[src/rtl/wme_pkg.sv]
package wme_pkg;

    localparam int RF_ADDR_W = 7;
    localparam int RF_DATA_W = 8;

    typedef enum logic [2:0] {
        ST_IDLE,
        ST_READ,
        ST_DRAIN,
        ST_LOAD,
        ST_DIV,
        ST_FINISH
    } ctrl_state_t;

    typedef struct packed {
        logic load;
        logic step;
        logic issue;
        logic div_start;
    } ctrl_cmd_t;

    // upper bound of the span after reversed-window collapse
    function automatic logic [RF_ADDR_W-1:0] span_top(
        input logic [RF_ADDR_W-1:0] lo_a,
        input logic [RF_ADDR_W-1:0] hi_a
    );
        return (lo_a > hi_a) ? lo_a : hi_a;
    endfunction

endpackage

[src/rtl/wme_addr_seq.sv]
module wme_addr_seq #(
    parameter int ADDR_W = 7
) (
    input  logic              clk,
    input  logic              rst,
    input  logic              load,
    input  logic              step,
    input  logic [ADDR_W-1:0] first_in,
    input  logic [ADDR_W-1:0] last_in,
    output logic [ADDR_W-1:0] addr,
    output logic [ADDR_W-1:0] lo,
    output logic [ADDR_W-1:0] hi,
    output logic              at_end
);
    logic [ADDR_W-1:0] cur_q, lo_q, hi_q;

    always_ff @(posedge clk) begin
        if (rst) begin
            cur_q <= '0;
            lo_q  <= '0;
            hi_q  <= '0;
        end else if (load) begin
            cur_q <= first_in;
            lo_q  <= first_in;
            hi_q  <= (first_in > last_in) ? first_in : last_in;
        end else if (step && !at_end) begin
            cur_q <= cur_q + ADDR_W'(1);
        end
    end

    assign at_end = (cur_q == hi_q);
    assign addr   = cur_q;
    assign lo     = lo_q;
    assign hi     = hi_q;
endmodule

[src/rtl/wme_accum.sv]
module wme_accum #(
    parameter int DATA_W = 8,
    parameter int SUM_W  = 15,
    parameter int CNT_W  = 8
) (
    input  logic              clk,
    input  logic              rst,
    input  logic              clear,
    input  logic              add_en,
    input  logic [DATA_W-1:0] data,
    output logic [SUM_W-1:0]  sum,
    output logic [CNT_W-1:0]  cnt
);
    always_ff @(posedge clk) begin
        if (rst || clear) begin
            sum <= '0;
            cnt <= '0;
        end else if (add_en) begin
            sum <= sum + SUM_W'(data);
            cnt <= cnt + CNT_W'(1);
        end
    end
endmodule

[src/rtl/wme_divider.sv]
module wme_divider #(
    parameter int NUM_W = 15,
    parameter int DEN_W = 8,
    parameter int OUT_W = 8
) (
    input  logic             clk,
    input  logic             rst,
    input  logic             start,
    input  logic [NUM_W-1:0] numer,
    input  logic [DEN_W-1:0] denom,
    output logic [OUT_W-1:0] quot,
    output logic             fin
);
    localparam int STEP_W = $clog2(NUM_W + 1);

    logic              run;
    logic [STEP_W-1:0] left;
    logic [DEN_W-1:0]  rem, den_q;
    logic [NUM_W-1:0]  q;
    logic [DEN_W:0]    trial;
    logic              ge;
    logic [DEN_W-1:0]  diff;

    // shift one dividend bit into the partial remainder and try a subtract
    always_comb begin
        trial = {rem, q[NUM_W-1]};
        ge    = (trial >= {1'b0, den_q});
        diff  = trial[DEN_W-1:0] - den_q;
    end

    always_ff @(posedge clk) begin
        if (rst) begin
            run   <= 1'b0;
            left  <= '0;
            rem   <= '0;
            den_q <= '0;
            q     <= '0;
            fin   <= 1'b0;
        end else begin
            fin <= 1'b0;
            if (start) begin
                q     <= numer;
                rem   <= '0;
                den_q <= denom;
                left  <= STEP_W'(NUM_W);
                run   <= 1'b1;
            end else if (run) begin
                rem  <= ge ? diff : trial[DEN_W-1:0];
                q    <= {q[NUM_W-2:0], ge};
                left <= left - STEP_W'(1);
                if (left == STEP_W'(1)) begin
                    run <= 1'b0;
                    fin <= 1'b1;
                end
            end
        end
    end

    assign quot = q[OUT_W-1:0];
endmodule

[src/rtl/wme_ctrl.sv]
module wme_ctrl
    import wme_pkg::*;
(
    input  logic      clk,
    input  logic      rst,
    input  logic      start,
    input  logic      at_end,
    input  logic      div_fin,
    output ctrl_cmd_t cmd,
    output logic      rd_vld,
    output logic      capture,
    output logic      busy,
    output logic      done
);
    ctrl_state_t state_q, state_d;

    always_comb begin
        state_d       = state_q;
        cmd           = '0;
        unique case (state_q)
            ST_IDLE: begin
                if (start) begin
                    cmd.load = 1'b1;
                    state_d  = ST_READ;
                end
            end
            ST_READ: begin
                cmd.issue = 1'b1;
                cmd.step  = 1'b1;
                if (at_end) state_d = ST_DRAIN;
            end
            ST_DRAIN: state_d = ST_LOAD;
            ST_LOAD: begin
                cmd.div_start = 1'b1;
                state_d       = ST_DIV;
            end
            ST_DIV: begin
                if (div_fin) state_d = ST_FINISH;
            end
            ST_FINISH: state_d = ST_IDLE;
            default:   state_d = ST_IDLE;
        endcase
    end

    always_ff @(posedge clk) begin
        if (rst) begin
            state_q <= ST_IDLE;
            rd_vld  <= 1'b0;
        end else begin
            state_q <= state_d;
            rd_vld  <= cmd.issue;
        end
    end

    assign capture = (state_q == ST_DIV) && div_fin;
    assign busy    = (state_q != ST_IDLE);
    assign done    = (state_q == ST_FINISH);
endmodule

[src/rtl/window_mean_engine.sv]
module window_mean_engine
    import wme_pkg::*;
#(
    parameter int ADDR_W = RF_ADDR_W,
    parameter int DATA_W = RF_DATA_W
) (
    input  logic              clk,
    input  logic              rst,
    input  logic              start,
    input  logic [ADDR_W-1:0] first_addr,
    input  logic [ADDR_W-1:0] last_addr,
    output logic [ADDR_W-1:0] rf_addr,
    input  logic [DATA_W-1:0] rf_rdata,
    output logic              busy,
    output logic              done,
    output logic [DATA_W-1:0] mean
);
    localparam int CNT_W = ADDR_W + 1;
    localparam int SUM_W = DATA_W + ADDR_W;

    ctrl_cmd_t         cmd;
    logic              rd_vld, capture, at_end, div_fin;
    logic [ADDR_W-1:0] win_lo, win_hi;
    logic [SUM_W-1:0]  acc_sum;
    logic [CNT_W-1:0]  acc_cnt;
    logic [DATA_W-1:0] quot;
    logic [DATA_W-1:0] mean_q;

    wme_ctrl u_ctrl (
        .clk     (clk),
        .rst     (rst),
        .start   (start),
        .at_end  (at_end),
        .div_fin (div_fin),
        .cmd     (cmd),
        .rd_vld  (rd_vld),
        .capture (capture),
        .busy    (busy),
        .done    (done)
    );

    wme_addr_seq #(.ADDR_W(ADDR_W)) u_seq (
        .clk      (clk),
        .rst      (rst),
        .load     (cmd.load),
        .step     (cmd.step),
        .first_in (first_addr),
        .last_in  (last_addr),
        .addr     (rf_addr),
        .lo       (win_lo),
        .hi       (win_hi),
        .at_end   (at_end)
    );

    wme_accum #(.DATA_W(DATA_W), .SUM_W(SUM_W), .CNT_W(CNT_W)) u_acc (
        .clk    (clk),
        .rst    (rst),
        .clear  (cmd.load),
        .add_en (rd_vld),
        .data   (rf_rdata),
        .sum    (acc_sum),
        .cnt    (acc_cnt)
    );

    wme_divider #(.NUM_W(SUM_W), .DEN_W(CNT_W), .OUT_W(DATA_W)) u_div (
        .clk   (clk),
        .rst   (rst),
        .start (cmd.div_start),
        .numer (acc_sum),
        .denom (acc_cnt),
        .quot  (quot),
        .fin   (div_fin)
    );

    always_ff @(posedge clk) begin
        if (rst)          mean_q <= '0;
        else if (capture) mean_q <= quot;
    end

    assign mean = mean_q;
endmodule

[config.mk]
export PLATFORM = sky130hd
export DESIGN_NAME = window_mean_engine
export DESIGN_NICKNAME = d
export VERILOG_FILES = /design/src/rtl/wme_pkg.sv /design/src/rtl/wme_addr_seq.sv /design/src/rtl/wme_accum.sv /design/src/rtl/wme_divider.sv /design/src/rtl/wme_ctrl.sv /design/src/rtl/window_mean_engine.sv
export SDC_FILE = /design/constraint.sdc
export NUM_CORES = 1
export LEC_CHECK = 0
export BUFFER_PORTS_ARGS = -buffer_cell sky130_fd_sc_hd__buf_2
export CAP_MARGIN = 20
export CORE_MARGIN = 2
export CORE_UTILIZATION = 53
export DETAILED_ROUTE_END_ITERATION = 16
export GPL_TIMING_DRIVEN = 0
export PLACE_DENSITY = 0.79
export SLEW_MARGIN = 25
export SYNTH_ARGS = -nofsm -noshare
export SYNTH_HDL_FRONTEND = slang
export SYNTH_HIERARCHICAL = 1
export SYNTH_SLANG_ARGS = --single-unit
[constraint.sdc]
create_clock -name clk -period 2.8 [get_ports clk]
set_clock_uncertainty 0.2 [all_clocks]
set_input_delay 0.42 -clock clk [delete_from_list [all_inputs] [get_ports clk]]
set_output_delay 0.42 -clock clk [all_outputs]
set_load 0.1 [all_outputs]
# --- Yosys cells after proc, flatten, opt, wreduce, memory -nomap -nowiden ---
# Cells that the tools add are included.
totals:
  regBits: 86
  output_inout_bits: 17
  word_cells: 62
op_classes:
  n_eq_ne: 10
  n_mux: 20
  reduce_logical: 11
  bitwise_logic: 1
  add_sub_neg: 5
  order_cmp: 2
op_table:
  columns: ["operator", "n"]
  rows:
  - ["two-way mux 15 bit", 2]
  - ["two-way mux 7 bit", 3]
  - ["adder 15 x 8 -> 15 bit", 1]
  - ["one-hot mux 3 bit (5 select lines)", 1]
  - ["greater-or-equal comparator 9 x 8 -> 1 bit", 1]
  - ["two-way mux 3 bit", 3]
  - ["adder 8 x 1 -> 8 bit, second input constant", 1]
  - ["two-way mux 4 bit", 2]
  - ["two-way mux 8 bit", 1]
  - ["subtractor 8 bit", 1]
  - ["adder 7 x 1 -> 7 bit, second input constant", 1]
  - ["== test 7 bit", 1]
  - ["greater-than comparator 7 bit", 1]
  - ["two-way mux 1 bit", 7]
  - ["== test 3 x 2 -> 1 bit, second input constant", 2]
  - ["== test 3 bit, second input constant", 2]
  - ["== test 4 x 1 -> 1 bit, second input constant", 1]
  - ["!= test 2 x 1 -> 1 bit, second input constant", 2]
  - ["nonzero test 2 bit", 2]
  - ["subtractor 4 x 1 -> 4 bit, second input constant", 1]
  - ["== test 3 x 1 -> 1 bit, second input constant", 1]
  - ["logical NOT 3 bit", 1]
  - ["AND reduction 3 bit", 1]
  - ["nonzero test 3 bit", 1]
  - ["8 further kinds", 9]

# --- Longest topological paths before layout ---
# Gate-level depths: netlist of run 1.
logic_depth:
  depth_word: 5
  mapped_depth: 9
  ltp_nobuf: 9

# --- Modules after synthesis ---
# The synthesis of run 1 kept the hierarchy.
by_module_without_submodules:
  columns: ["module", "area_each_um2", "seq_area_each_um2", "n_inst", "cells_per_inst"]
  rows:
  - ["wme_divider", 2005.7, 740.7, 1, 241]
  - ["wme_accum", 1356.3, 460.4, 1, 157]
  - ["wme_addr_seq", 1217.4, 420.4, 1, 134]
  - ["window_mean_engine", 285.3, 160.2, 1, 26]
  - ["wme_ctrl", 206.4, 80.1, 1, 25]

# --- Least setup slack after synthesis of run 1 ---
# No wires, ideal clock.
synth_timing:
  path_kind: "register to register"
  from: "reg u_seq.cur_q[4] (netlist: u_seq/addr[4])"
  to: "reg u_ctrl.state_q[1]"
  setup_time_ps: 78
  synth_period_minus_slack_ps: 2504
  arrival_ps: 2227
  path_stages_with_launch: 7
  setup_slack_ps: 296
  path_cell_list: "dfxtp_1 > xor2_1 > nor4_4 > and2_2 > and3b_2 > a21oi_1 > nor3_1"
synth_between:
  elab_chain_cells: 3
synth_lines:
  columns: ["item", "line_no", "text"]
  rows:
  - ["from (decl)", "wme_addr_seq.sv:15", "logic [ADDR_W-1:0] cur_q, lo_q, hi_q;"]
  - ["from (signal assigned)", "wme_addr_seq.sv:23", "cur_q <= first_in;"]
  - ["from (signal assigned)", "wme_addr_seq.sv:27", "cur_q <= cur_q + ADDR_W'(1);"]
  - ["== test 7 bit", "wme_addr_seq.sv:31", "assign at_end = (cur_q == hi_q);"]
  - ["net at_end", "window_mean_engine.sv:22", "logic rd_vld, capture, at_end, div_fin;"]
  - ["!= test 2 x 1 -> 1 bit (no source line)", null, null]
  - ["AND reduction 3 bit (no source line)", null, null]
  - ["to (signal assigned)", "wme_ctrl.sv:50", "state_q <= state_d;"]
  - ["to (decl)", "wme_ctrl.sv:15", "ctrl_state_t state_q, state_d;"]
# The timed path passes the listed nets, and every way through them passes these cells.
# A chain may end at the register's enable or synchronous reset.

==> flow_metrics.tcl, run 1 <==
set metrics [dict create \
    syn_nets 616 \
    startpoint_type "flip-flop" \
    antenna_found_initial 0 \
    fin_crit_sh 0.8796 \
    fillerInstances 770 \
    clock_path_buffers 2 \
    clk_pin_slew_ps 90 \
    worstPathRequired_ps 2830 \
    syn_area_per_cell_um2 8.603 \
    cts_made_buffers 9 \
    gr-total-overflow 0 \
    top_layer "met4" \
    port_buffers 41 \
    worstPathArrival_ps 2500 \
    place_congestion 0.8913 \
    worstMarginPinSlew_ps 649.6 \
    grt_pass1_wl_um 18340 \
    combPwrFrac 0.182 \
    hp-class "input port to flip-flop" \
    seqCellArea_um2 1722 \
    slew_headroom 0.5643 \
    fp.dieH_um 99.51 \
    status "completed" \
    power.internal_mw 1.828 \
    vias_per_cell 5.770 \
    fin_cells 727 \
    rows 34 \
    ant_nets 0 \
    clock-sinks 86 \
    multi_input_area_um2 2846 \
    cts_tree "yes" \
    drive_above_1_share 0.1438 \
    coreArea_um2 8763 \
    max_freq_ghz 0.4061 \
    seqPwrFrac 0.492 \
    cts_root_buf "clkbuf_8" \
    grt_pass1_vias 3945 \
    p_sw_mw 0.8210 \
    critPathKind "flip-flop to flip-flop" \
    rsz0062_at_grt "false" \
    drt_pass1_iterations 5 \
    boundaryPins 42 \
    critPathMaxFanout 10 \
    postCtsSetupRepairBufs 0 \
    n_antenna_cell 0 \
    clockPowerShare 0.326 \
    dp_hpwl_um 8037 \
    cts_resized 0 \
    syn_inst 562 \
    met1_length_um 5209 \
    clk_latency_ps 360 \
    drt-initial-drc-count 167 \
    hold_violations 0 \
    grt_max_degree 15 \
    met2_length_um 4859 \
    p_leak_nw 2.125 \
    ys_warn_count 6 \
    place_inst 711 \
    grt_use_total 0.2255 \
    detail_route.wl_per_cell_um 14.84 \
    wl_um 10790 \
    die_x_um 99.51 \
    slew_violations 0 \
    htreeDepth 3 \
    peakVddDrop_mv 0.2016 \
    cts_hold_buffers 0 \
    setup_viol 0 \
    vias 4195 \
    start_util 0.5517 \
    wl_met3_um 523 \
    area_growth_pct 11.00 \
    period_minus_slack_ps 2463 \
    cap_violations 0 \
    endpoint_kind "flip-flop" \
    fin_tns_setup_ps 0 \
    drc 0 \
    p_per_area_nw_per_um2 493.7 \
    dieArea_um2 9902 \
    final_nets 668 \
    swShare 0.3099 \
    netlist_area_um2 4835 \
]
[sequential cells by signal, summed over array words and instances, names as in the netlist, 3 cells and up]
register / cells
u_div/left: 4
u_div/q: 15
u_div/den_q: 8
u_seq/hi: 7
u_acc/sum: 15
mean: 8
u_seq/addr: 7
u_acc/cnt: 8
u_div/rem: 8
u_ctrl/state_q: 3
[layout by cell type (no fill, tap or decap), types with 6 or more instances in the layout]
cell      instances
nor2_1           93
nand2_1          24
clkbuf_1         16
nand4_1          10
mux2i_1          45
or3_1             8
clkbuf_8          9
ha_1             27
inv_1            23
a211oi_1         17
buf_4            11
xnor2_1          14
o21a_1            8
nand3_1           9
dfxtp_1          86
xor2_1           13
a21oi_1          45
nand3b_1          6
buf_2            44
o21ai_0          22
[per-stage QoR]
stage	cell area (um2)	power (mW)	hold WS, ps	util	worst slack (ps)
2_1_floorplan	4835	1.700	254.0	-	295.6
3_3_place_gp	5175	1.795	266.5	0.5905	289.9
3_5_place_dp	5175	1.807	282.5	0.5905	282.3
4_1_cts	5366	2.654	149.4	0.6124	403.5
5_1_grt	5366	2.757	164.9	0.6124	174.9
6_report	5366	2.649	153.8	0.6124	337.3
[worst paths after layout]
| check | start | end | slack (ps) | cells after the start |
|---|---|---|---|---|
| max | u_ctrl/state_q[1]$_SDFFE_PP0P_ | u_acc/cnt[1]$_SDFFE_PP0P_ | 340 | 6 |
| min | first_addr[1] | u_seq/addr[1]$_SDFFE_PP0P_ | 150 | 3 |
| max reg2reg | u_ctrl/state_q[1]$_SDFFE_PP0P_ | u_acc/cnt[1]$_SDFFE_PP0P_ | 340 | 6 |
| min reg2reg | mean[1]$_SDFFE_PP0P_ | mean[1]$_SDFFE_PP0P_ | 290 | 2 |
[layer usage]
layer / vias up / GRT usage
li1: 2091 / -
met1: 1964 / 0.3165
met2: 123 / 0.3540
met3: 17 / 0.03162
met4: 0 / 0.08535
met5: - / 0
[area by class of cell]
cell class | count | area share
Inverter | 23 | 0.01609
Sequential cell | 86 | 0.3208
Buffer | 34 | 0.03357
Tap cell | 108 | 0.02518
Timing Repair Buffer | 41 | 0.03824
Multi-Input combinational cell | 419 | 0.5304
Clock inverter | 5 | 0.01119
Clock buffer | 11 | 0.02448
[worst max-delay path, cell delays in order (launching register included)]
cell and delay (ps):
dfxtp_1 380, nor2_1 200, and3_1 370, or2_2 190
clkbuf_1 450, buf_1 430, nor2_1 110
[power by group through the flow]
stage	Combinational (mW)	Clock (mW)	Sequential [mW]
detailed placement	0.476	0	1.33
CTS	0.479	0.873	1.30
global route	0.526	0.922	1.31
global placement	0.466	0	1.33
floorplan	0.293	0	1.41
finish	0.481	0.865	1.30
(Power assumes the default switching activity.)
==> inputs of run 2 (changes only) <==
- CELL_PAD_IN_SITES_DETAIL_PLACEMENT: default -> 2
- CELL_PAD_IN_SITES_GLOBAL_PLACEMENT: default -> 2
- CORE_UTILIZATION: 53 -> 37
- PLACE_DENSITY: 0.79 -> 0.87
==> flow_metrics.tcl, run 2 (synthesis gave the netlist of run 1 again) <==
set metrics [dict create \
    status "completed" \
    rows 41 \
    grt_use_met1 0.2710 \
    reg_top3 "u_acc/sum (15), u_div/q (15)" \
    port_buffers 41 \
    worstPathArrival_ps 2600 \
    ant_nets 0 \
    vias_per_cell 5.527 \
    drt-initial-drc-count 136 \
    antenna_found_initial 0 \
    clock_path_buffers 2 \
    hold_violations 0 \
    grt_max_degree 15 \
    cts_made_buffers 9 \
    setup_viol 0 \
    wl_um 15380 \
    drt_pass1_iterations 4 \
    layout_common_cells "nor2_1, dfxtp_1, mux2i_1, a21oi_1, buf_2" \
    fin_cells 790 \
    dp_slack_ps 147.1 \
    met2_usage 0.4053 \
    cts_root_buf "clkbuf_16" \
    slew_violations 0 \
    grt_use_total 0.2275 \
    postCtsSetupRepairBufs 0 \
    fin_tns_setup_ps 0 \
    cap_violations 0 \
    dieArea_um2 14000 \
    start_util 0.3816 \
    vias 4366 \
    slew_headroom 0.4696 \
    place_congestion 0.8125 \
    n_antenna_cell 0 \
    p_leak_nw 2.198 \
    critPathMaxFanout 8 \
    max_freq_ghz 0.3917 \
    cts_tree "yes" \
    clock-sinks 86 \
    r2r_cells 6 \
    fp.dieH_um 118.3 \
    final_nets 667 \
    peakVddDrop_mv 0.2820 \
    drive_above_1_share 0.1440 \
    r2r_slack_ps 250 \
    endpoint_kind "flip-flop" \
    clk_latency_ps 350 \
    hp-class "input port to flip-flop" \
    postLayoutCoreUtil 0.4394 \
    grt_pass1_wl_um 25660 \
    detail_route.wl_per_cell_um 19.47 \
    coreArea_um2 12670 \
    top_usage_layer "met2" \
    layout_commonest_cell "nor2_1" \
    gr-total-overflow 0 \
    rsz0062_at_grt "false" \
    fin_crit_sh 0.9117 \
    die_x_um 118.3 \
    cts_hold_buffers 0 \
    met3_usage 0.04681 \
    startpoint_type "flip-flop" \
    htreeDepth 3 \
    boundaryPins 42 \
    dp_hpwl_um 10670 \
    place_inst 775 \
    seqCellArea_um2 1722 \
    setup_ws_ps 247.2 \
    period_minus_slack_ps 2553 \
    clk_pin_slew_ps 60 \
    p_per_area_nw_per_um2 561.6 \
    multi_input_area_um2 2846 \
    critPathKind "flip-flop to flip-flop" \
    drc 0 \
    area_growth_pct 15.17 \
    worstPathRequired_ps 2840 \
    whs_path_depth 3 \
    grt_pass1_vias 4961 \
    cts_resized 0 \
    fillerInstances 1448 \
    worstMarginPinSlew_ps 790.9 \
    finalPower_mw 3.127 \
]
[run 2: changes by cell type in the layout (fill, tap and decap cells not counted), sizes merged]
cell	change
bufinv	+1
clkinv	+2
clkinvlp	-4
[run 2: final cells by class]
type	instances	share of cell area
timing repair buffer	41	0.03685
multi-input combinational	419	0.5112
sequential	86	0.3092
buffer	33	0.03169
clock buffer	12	0.04427
tap	172	0.03865
inverter	23	0.01551
clock inverter	4	0.01258
[run 2: metal layers]
metal	share of wire	vias up
li1	-	2087
met2	0.50	62
met3	0.023	24
met1	0.45	2193
met5	0	-
met4	0.023	0
[run 2: path summary, 6_finish.rpt]
path | end | start
worst max-delay path | u_acc/sum[14]$_SDFFE_PP0P_ | u_acc/sum[0]$_SDFFE_PP0P_
worst min-delay path | u_ctrl/state_q[0]$_SDFFE_PP0P_ | start
worst max register to register | u_acc/sum[14]$_SDFFE_PP0P_ | u_acc/sum[0]$_SDFFE_PP0P_
worst min register to register | mean[6]$_SDFFE_PP0P_ | mean[6]$_SDFFE_PP0P_
[run 2: worst max-delay path, stage by stage, from the launching register on]
cell and delay (ps):
dfxtp_1 350, ha_1 230, fa_1 410, a211oi_1 540
o211a_1 390, o311ai_0 200, o41ai_1 120
[run 2: metrics by stage]
| step | cell area [um2] | hold slack (ps) |
|---|---|---|
| 6_report | 5568 | 171.7 |
| 3_5_place_dp | 5255 | 288.1 |
| 2_1_floorplan | 4835 | 254.0 |
| 3_3_place_gp | 5255 | 270.3 |
| 4_1_cts | 5572 | 166.4 |
| 5_1_grt | 5568 | 186.7 |
[run 2: report_power, final]
group,switching [mW],internal (mW),leakage (nW)
Clock,0.507,0.804,0.157
Combinational,0.351,0.158,1.34
Sequential,0.0463,1.26,0.697
Total,0.904,2.22,2.20
